==> config.mk <==
export PLATFORM = sky130hd
export DESIGN_NAME = spi_cmd_port
export DESIGN_NICKNAME = d
export VERILOG_FILES = /design/src/rtl/spi_cmd_pkg.sv /design/src/rtl/spi_cmd_ctrl.sv /design/src/rtl/spi_cmd_dp.sv /design/src/rtl/spi_cmd_port.sv
export SDC_FILE = /design/constraint.sdc
export NUM_CORES = 1
export LEC_CHECK = 0
export BUFFER_PORTS_ARGS = -buffer_cell sky130_fd_sc_hd__buf_2
export CELL_PAD_IN_SITES_DETAIL_PLACEMENT = 1
export CELL_PAD_IN_SITES_GLOBAL_PLACEMENT = 1
export CORE_AREA = 2 2 71 73
export DETAILED_ROUTE_END_ITERATION = 10
export DIE_AREA = 0 0 73 75
export HOLD_SLACK_MARGIN = 0.06
export PLACE_DENSITY_LB_ADDON = 0.1
export SLEW_MARGIN = 20
export SYNTH_ARGS = -nofsm -noshare
export SYNTH_HDL_FRONTEND = slang
export SYNTH_HIERARCHICAL = 1
export SYNTH_SLANG_ARGS = --single-unit
==> constraint.sdc <==
create_clock -name clk -period 2.25 [get_ports clk]
set_clock_uncertainty 0.2 [all_clocks]
set_input_delay 0.225 -clock clk [delete_from_list [all_inputs] [get_ports clk]]
set_output_delay 0.225 -clock clk [all_outputs]
set_load 0.01 [all_outputs]
==> src/rtl/spi_cmd_pkg.sv <==
package spi_cmd_pkg;
  // Strobes sent from the control side to the datapath, one cycle each
  typedef struct packed {
    logic load;      // chip select fell: parallel-load status
    logic shiftIn;   // rising serial clock while selected
    logic shiftOut;  // falling serial clock while selected
    logic commit;    // release with a valid frame length
    logic selected;  // synchronised chip select is active
  } spi_strobe_t;
endpackage

==> src/rtl/spi_cmd_ctrl.sv <==
module spi_cmd_ctrl
  import spi_cmd_pkg::*;
#(
  parameter int FRAME_BITS  = 8,
  parameter int SYNC_STAGES = 2
) (
  input  logic        clk,
  input  logic        rstN,
  input  logic        sclk,
  input  logic        csN,
  input  logic        sdi,
  output logic        sdiSync,
  output spi_strobe_t strb
);
  localparam int CNT_W = (FRAME_BITS > 1) ? $clog2(FRAME_BITS) : 1;

  logic [SYNC_STAGES-1:0] sclkPipe, csPipe, sdiPipe;
  logic sclkPrev, csPrev;
  logic sclkS, csS;
  logic sclkRise, sclkFall, csFall, csRise;
  logic [CNT_W-1:0] bitCnt;
  logic sawClk;

  always_ff @(posedge clk or negedge rstN) begin
    if (!rstN) begin
      sclkPipe <= '0;
      csPipe   <= '1;
      sdiPipe  <= '0;
      sclkPrev <= 1'b0;
      csPrev   <= 1'b1;
    end else begin
      sclkPipe <= {sclkPipe[SYNC_STAGES-2:0], sclk};
      csPipe   <= {csPipe[SYNC_STAGES-2:0], csN};
      sdiPipe  <= {sdiPipe[SYNC_STAGES-2:0], sdi};
      sclkPrev <= sclkS;
      csPrev   <= csS;
    end
  end

  assign sclkS   = sclkPipe[SYNC_STAGES-1];
  assign csS     = csPipe[SYNC_STAGES-1];
  assign sdiSync = sdiPipe[SYNC_STAGES-1];

  assign sclkRise = sclkS & ~sclkPrev;
  assign sclkFall = ~sclkS & sclkPrev;
  assign csFall   = csPrev & ~csS;
  assign csRise   = ~csPrev & csS;

  // Frame length tracking: modulo counter plus a seen-any-clock flag
  always_ff @(posedge clk or negedge rstN) begin
    if (!rstN) begin
      bitCnt <= '0;
      sawClk <= 1'b0;
    end else if (csFall) begin
      bitCnt <= '0;
      sawClk <= 1'b0;
    end else if (sclkRise && !csS) begin
      sawClk <= 1'b1;
      if (bitCnt == CNT_W'(FRAME_BITS - 1)) bitCnt <= '0;
      else                                  bitCnt <= bitCnt + 1'b1;
    end
  end

  always_comb begin
    strb.selected = ~csS;
    strb.load     = csFall;
    strb.shiftIn  = sclkRise & ~csS & ~csFall;
    strb.shiftOut = sclkFall & ~csS & ~csFall;
    strb.commit   = csRise & sawClk & (bitCnt == '0);
  end
endmodule

==> src/rtl/spi_cmd_dp.sv <==
module spi_cmd_dp
  import spi_cmd_pkg::*;
#(
  parameter int NUM_CH     = 4,
  parameter int FRAME_BITS = 8
) (
  input  logic                  clk,
  input  logic                  rstN,
  input  spi_strobe_t           strb,
  input  logic                  sdiSync,
  input  logic [FRAME_BITS-1:0] statusByte,
  output logic                  sdoBit,
  output logic                  sdoOe,
  output logic [NUM_CH-1:0]     gateReq,
  output logic [2*NUM_CH-1:0]   blankSel,
  output logic [NUM_CH-1:0]     offMask,
  output logic [NUM_CH-1:0]     clrPulse
);
  localparam int ADDR_W    = (NUM_CH > 1) ? $clog2(NUM_CH) : 1;
  localparam int MSB       = FRAME_BITS - 1;
  localparam int GATE_BIT  = 0;
  localparam int BLANK_LSB = 1;
  localparam int CLR_BIT   = 3;
  localparam int MASK_BIT  = 4;
  localparam int EN_BIT    = 5;
  localparam int ADDR_LSB  = FRAME_BITS - ADDR_W;

  logic [FRAME_BITS-1:0] shReg;

  always_ff @(posedge clk or negedge rstN) begin
    if (!rstN) begin
      shReg  <= '0;
      sdoBit <= 1'b0;
      sdoOe  <= 1'b0;
    end else begin
      sdoOe <= strb.selected;
      if (strb.load) begin
        shReg  <= statusByte;
        sdoBit <= statusByte[MSB];
      end else if (strb.shiftIn) begin
        shReg <= {shReg[MSB-1:0], sdiSync};
      end else if (strb.shiftOut) begin
        sdoBit <= shReg[MSB];
      end
    end
  end

  logic frameOn;
  assign frameOn = strb.commit & shReg[EN_BIT];

  for (genvar ch = 0; ch < NUM_CH; ch++) begin : g_chan
    logic hit, gateR, maskR, clrR;
    logic [1:0] blankR;
    assign hit = frameOn & (shReg[ADDR_LSB +: ADDR_W] == ADDR_W'(ch));

    always_ff @(posedge clk or negedge rstN) begin
      if (!rstN) begin
        gateR  <= 1'b0;
        maskR  <= 1'b0;
        blankR <= 2'b00;
        clrR   <= 1'b0;
      end else begin
        clrR <= hit & shReg[CLR_BIT];
        if (hit) begin
          gateR  <= shReg[GATE_BIT];
          maskR  <= shReg[MASK_BIT];
          blankR <= shReg[BLANK_LSB +: 2];
        end
      end
    end

    assign gateReq[ch]       = gateR;
    assign offMask[ch]       = maskR;
    assign blankSel[2*ch +: 2] = blankR;
    assign clrPulse[ch]      = clrR;
  end
endmodule

==> src/rtl/spi_cmd_port.sv <==
module spi_cmd_port
  import spi_cmd_pkg::*;
#(
  parameter int NUM_CH      = 4,
  parameter int FRAME_BITS  = 8,
  parameter int SYNC_STAGES = 2
) (
  input  logic                  clk,
  input  logic                  rstN,
  input  logic                  csN,
  input  logic                  sclk,
  input  logic                  sdi,
  input  logic [FRAME_BITS-1:0] statusByte,
  output logic                  sdo,
  output logic                  sdoOe,
  output logic [NUM_CH-1:0]     gateReq,
  output logic [2*NUM_CH-1:0]   blankSel,
  output logic [NUM_CH-1:0]     offMask,
  output logic [NUM_CH-1:0]     clrPulse
);
  spi_strobe_t strb;
  logic sdiSync;

  spi_cmd_ctrl #(.FRAME_BITS(FRAME_BITS), .SYNC_STAGES(SYNC_STAGES)) u_ctrl (
    .clk(clk), .rstN(rstN), .sclk(sclk), .csN(csN), .sdi(sdi),
    .sdiSync(sdiSync), .strb(strb)
  );

  spi_cmd_dp #(.NUM_CH(NUM_CH), .FRAME_BITS(FRAME_BITS)) u_dp (
    .clk(clk), .rstN(rstN), .strb(strb), .sdiSync(sdiSync),
    .statusByte(statusByte), .sdoBit(sdo), .sdoOe(sdoOe),
    .gateReq(gateReq), .blankSel(blankSel), .offMask(offMask),
    .clrPulse(clrPulse)
  );
endmodule

Word level (Yosys, flattened, before mapping)
Index checks and enable logic that the tools add are counted.
{ "totals": {"ff_bits": 42, "in_bits": 13} }
{ "classes": {"n_addsub": 1, "eq_ne": 5, "mux": 10, "n_bitwise": 24, "reduce_logical": 8} }
{ "op_table": {"columns": ["operator", "n"], "rows": [
  ["AND 1 bit", 19],
  ["2-to-1 mux 8 bit", 2],
  ["2-to-1 mux 3 bit", 3],
  ["nonzero test 2 bit", 3],
  ["2-to-1 mux 1 bit", 5],
  ["NOT 1 bit", 5],
  ["equality test 2 bit, second input constant", 2],
  ["adder 3 x 1 -> 3 bit, second input constant", 1],
  ["equality test 3 bit, second input constant", 1],
  ["logical NOT 3 bit", 1],
  ["equality test 2 x 1 -> 1 bit, second input constant", 1],
  ["logical NOT 2 bit", 1],
  ["!= test 2 x 1 -> 1 bit, second input constant", 1],
  ["AND reduction 2 bit", 1],
  ["logical AND 1 bit", 1],
  ["logical NOT 1 bit", 1]
]} }

Longest topological paths before layout
{ "logic_depth": {"depth_word": 7, "depth_mapped": 7, "mapped_depth_nobuf": 6} }

Modules after synthesis
The synthesis kept the hierarchy.
{ "modules_own_cells": {"columns": ["mod", "n_inst", "cells_per_inst", "area_per_inst_um2", "seq_area_each_um2"], "rows": [
  ["spi_cmd_dp", 1, 101, 1312.5, 750.7],
  ["spi_cmd_ctrl", 1, 38, 478.0, 304.0]
]} }

Worst setup path before layout
OpenSTA, ideal clock, no wires.
{ "synth_timing": {"path_kind": "reg2reg", "startpoint": "reg u_ctrl.csPipe[1]", "endpoint": "reg u_dp.g_chan[0].blankR[0]", "setup_time_ns": 0.127, "arrival_time_ns": 1.797, "setup_slack_ns": 0.126, "path_stages_with_launch": 5, "synth_period_minus_slack_ns": 2.124, "path_cell_list": "dfstp_2 > inv_1 > nor4_1 > and4bb_4 > mux2_1"} }
{ "synth_lines": {"columns": ["element", "line", "text"], "rows": [
  ["start: declaration", "spi_cmd_ctrl.sv:17", "logic [SYNC_STAGES-1:0] sclkPipe, csPipe, sdiPipe;"],
  ["start signal: assignment", "spi_cmd_ctrl.sv:33", "csPipe <= {csPipe[SYNC_STAGES-2:0], csN};"],
  ["end signal: assignment", "spi_cmd_dp.sv:67", "blankR <= shReg[BLANK_LSB +: 2];"],
  ["end: declaration", "spi_cmd_dp.sv:53", "logic [1:0] blankR;"]
]} }

==> impl_table.tex <==
\begin{tabular}{lr}
\hline
Metric & Value \\
\hline
\multicolumn{2}{l}{\textbf{Clocking}} \\
Buffer count from post-CTS setup fixing & 0 \\
Cts bufs inserted & 5 \\
Clk\_lat worst skew & 0.29 ns \\
Depth of the CTS H-tree & 2 \\
Clock Root Buffer & clkbuf\_8 \\
Maximum buffer depth of the clock tree & 2 \\
Clk sink count & 42 \\
Clock-pin slew of the registers on the worst-case setup and hold paths & 0.08 ns \\
TritonCTS clock tree & yes \\
\multicolumn{2}{l}{\textbf{Setup path}} \\
Worst reg-to-reg path cell count & 5 \\
Worst Setup End Kind & register \\
RR Startpoint & u\_ctrl/csPipe[1] \\
CP required & roughly 2.2 ns \\
Arrival time at the worst endpoint & between 2 and 2.5 ns \\
CP Cell Sequence & inv\_1, nor4\_2, buf\_4, and4bb\_4, mux2\_1 \\
Worst setup path category & register to register \\
R2R Path End & u\_dp/g\_chan[0].blankR[1] \\
Reg-to-reg slack, setup & slightly below 0.2 ns \\
Delay of the slowest cell on the worst path & roughly 0.6 ns \\
Start point of the critical path & u\_ctrl/csPipe[1] \\
Worst setup path endpoint & u\_dp/g\_chan[0].blankR[1] \\
Worst-path maximum fanout & 8 \\
Max stage delay cell, worst path & dfstp\_2 \\
Type of element launching the critical path & register \\
\multicolumn{2}{l}{\textbf{Synth}} \\
FF+latch count, synth & 42 \\
Synth async-reset ratio & 100\% \\
Most used flip-flop cell after synthesis & dfrtp\_1 \\
Leading cell types by total area after synthesis & dfrtp\_1 55\%, mux2\_2 7.5\%, buf\_4 5.5\%, mux2i\_1 5.0\%, dfstp\_2 4.4\% \\
Most frequent cell after synthesis & dfrtp\_1 \\
Sequential fraction of the synthesis area & 58.9\% \\
Cell taking the most area after synthesis & dfrtp\_1 \\
Cells after Synth & $\sim$140 \\
Share of Yosys cell area claimed by the top area cell type & 54.5\% \\
Synthesized netlist net count & $\sim$160 \\
Leading post-synthesis cells by instance count & 39 x dfrtp\_1, 13 x buf\_4, 12 x mux2\_2 \\
Mapped Area & approximately 0.0018 mm2 \\
Yosys cell types & 31 \\
Avg Cell Area, Syn & $\sim$13 um2 \\
Post-synth EDFFs & 0 \\
Yosys warning total & 6 \\
\multicolumn{2}{l}{\textbf{STA}} \\
Slew of the pin with the lowest slew margin & about 0.63 ns \\
Final worst path period share & around nine tenths \\
Number of max-slew violations in the final report & 0 \\
Sum of negative setup slack & 0 ns \\
RSZ-0062 raised after global routing & no \\
Relative slew slack & 58.3\% \\
Count of final hold-check violations & 0 \\
Setup-failing EPs final & 0 \\
Achievable frequency & slightly below 500 MHz \\
Fin crit period & roughly 2 ns \\
Hold slack & $\sim$0.15 ns \\
\multicolumn{2}{l}{\textbf{Route}} \\
Starting DRC count in detailed routing & 24 \\
Antenna Nets Post-Route & 0 \\
DR DRC count & 0 \\
Length of the first detailed-routing pass in iterations & 2 \\
Via density per instance & 4.89 \\
Total length of routed wires & between 3000 and 4000 um \\
Routed WL per cell & approximately 16 um \\
Routed via count & 1155 \\
\multicolumn{2}{l}{\textbf{Cells and area}} \\
Post-route insts no fill & around 240 \\
Layout cell share with drive strength beyond 1 & 36.3\% \\
Area Overhead vs Synth & 21.7\% \\
Post-layout instance area & about 0.0022 mm2 \\
\# nets final & 197 \\
Number of diodes added for antenna fixing & 0 \\
\multicolumn{2}{l}{\textbf{Placed design}} \\
DPL Wire Length & between 2000 and 3000 um \\
Count of port buffers added during placement & 34 \\
Placement Cell Area & roughly 0.0019 mm2 \\
Gp weighted congestion & slightly above 0.8 \\
Placed cells & 216 \\
\multicolumn{2}{l}{\textbf{Flow run}} \\
Number of maximum-capacitance constraint violations & 0 \\
\multicolumn{2}{l}{\textbf{Floorplanning}} \\
Area of the placeable core & $\sim$0.0047 mm2 \\
Site Rows & 25 \\
Initial cell density of the core & 38.4\% \\
Die ar. & around 0.0055 mm2 \\
Die X-Extent & $\sim$73 um \\
Height of the die & 75 um \\
I/O pin total & 35 \\
\multicolumn{2}{l}{\textbf{Outcome}} \\
Run status & finished clean \\
\multicolumn{2}{l}{\textbf{Global routing}} \\
Total Routing Usage GR & about 15\% \\
Number of global-route vias before repair & approximately 1300 \\
Initial antenna violation count & 0 \\
First-pass GRT wire length & slightly above 6000 um \\
Pin count of the biggest net entering global routing & 29 \\
Total gr overflow & 0 \\
\multicolumn{2}{l}{\textbf{Pwr}} \\
Static power due to leakage & between 0.001 and 0.0015 uW \\
Total power per unit cell area & 821 mW/mm2 \\
IR Drop Worst-Case VDD & 0.414 mV \\
\multicolumn{2}{l}{\textbf{Hold path}} \\
Worst Hold Depth & 0 \\
Worst hold path type & register to register \\
\hline
\end{tabular}
==> final cells by class <==
cell class	instances	area, um2
Fill cell	497	2480
Sequential cell	42	1050
Multi-Input combinational cell	73	586
Timing Repair Buffer	53	343
Clock buffer	7	76.3
Tap cell	54	67.6
Clock inverter	1	30.0
Inverter	6	22.5
==> metal layers <==
layer	vias up	wire length [um]	track usage [%]
met4	0	64	6.79
met1	576	1550	17.8
met3	6	117	4.02
met2	23	1930	26.9
li1	550	-	-
met5	-	0	0
==> power breakdown <==
group	internal [uW]	switching [uW]	total, uW	leakage, uW
Sequential	853	86.4	940	0.000537
Combinational	143	126	269	0.000474
Clock	332	248	580	0.0000524
==> registers in the layout, summed over array words and instances, names as in the netlist, 2 cells and up <==
name	cells
u_ctrl/bitCnt	3
u_ctrl/csPipe	2
u_ctrl/sclkPipe	2
u_ctrl/sdiPipe	2
u_dp/g_chan.blankR	8
u_dp/g_chan.clrR	4
u_dp/g_chan.gateR	4
u_dp/g_chan.maskR	4
u_dp/shReg	8
==> metrics by stage <==
stage	worst slack, ns	power (uW)	util (%)
after floorplan	0.126	1120	-
after global placement	0.209	1200	41.8
after detailed placement	0.107	1210	41.8
after CTS	0.115	1820	46.6
after global routing	0.0703	1890	46.8
final	0.198	1790	46.8
==> how the worst min path moves through the flow <==
stage | slack, ns | from | to
3_5_place_dp | 0.09 | rstN | u_dp/g_chan[1].clrR
6_report | 0.15 | u_ctrl/sdiPipe[0] | u_ctrl/sdiPipe[1]
3_3_place_gp | 0.08 | rstN | u_dp/g_chan[2].clrR
5_1_grt | 0.16 | u_ctrl/sdiPipe[0] | u_ctrl/sdiPipe[1]
4_1_cts | 0.16 | u_ctrl/sdiPipe[0] | u_ctrl/sdiPipe[1]
2_1_floorplan | -0.27 | rstN | u_ctrl/bitCnt[0]
==> kinds of logic (layout without fill, tap and decap cells) <==
kind of cell               Yosys count  count (layout)  share of synthesized area, %
buffers and inverters               24              67                          8.73
DFF                                 42              42                          58.9
adders and majority gates            3               3                          2.10
AOI/OAI and AO/OA                   14              14                          4.75
and+or+nand+nor                     31              31                          10.4
muxes                               25              25                          15.1
==> critical path, delay by kind of cell (launching register included) <==
family,cells,cell delay [ns]
buffers and inverters,2,0.27
flip-flops,1,0.61
multiplexers,1,0.33
AND/OR/NAND/NOR,2,0.54
==> layout by cell type (no fill, tap or decap), types with 3 or more instances in the layout <==
cell           instances
ha_1                   3
mux2_1                 4
clkbuf_8               5
nor2_1                 6
buf_4                  7
nand2_1               10
dfrtp_1               39
dlygate4sd3_1         12
inv_1                  6
o21ai_0                8
mux2_2                12
dfstp_2                3
buf_2                 34
mux2i_1                9
==> timing repair <==
item,CTS,global route
setup endpoints to repair,0,1
resized for setup,0,1
hold buffers,12,0
endpoints found under the hold margin,36,0
Power figures use the tool's default switching activity.
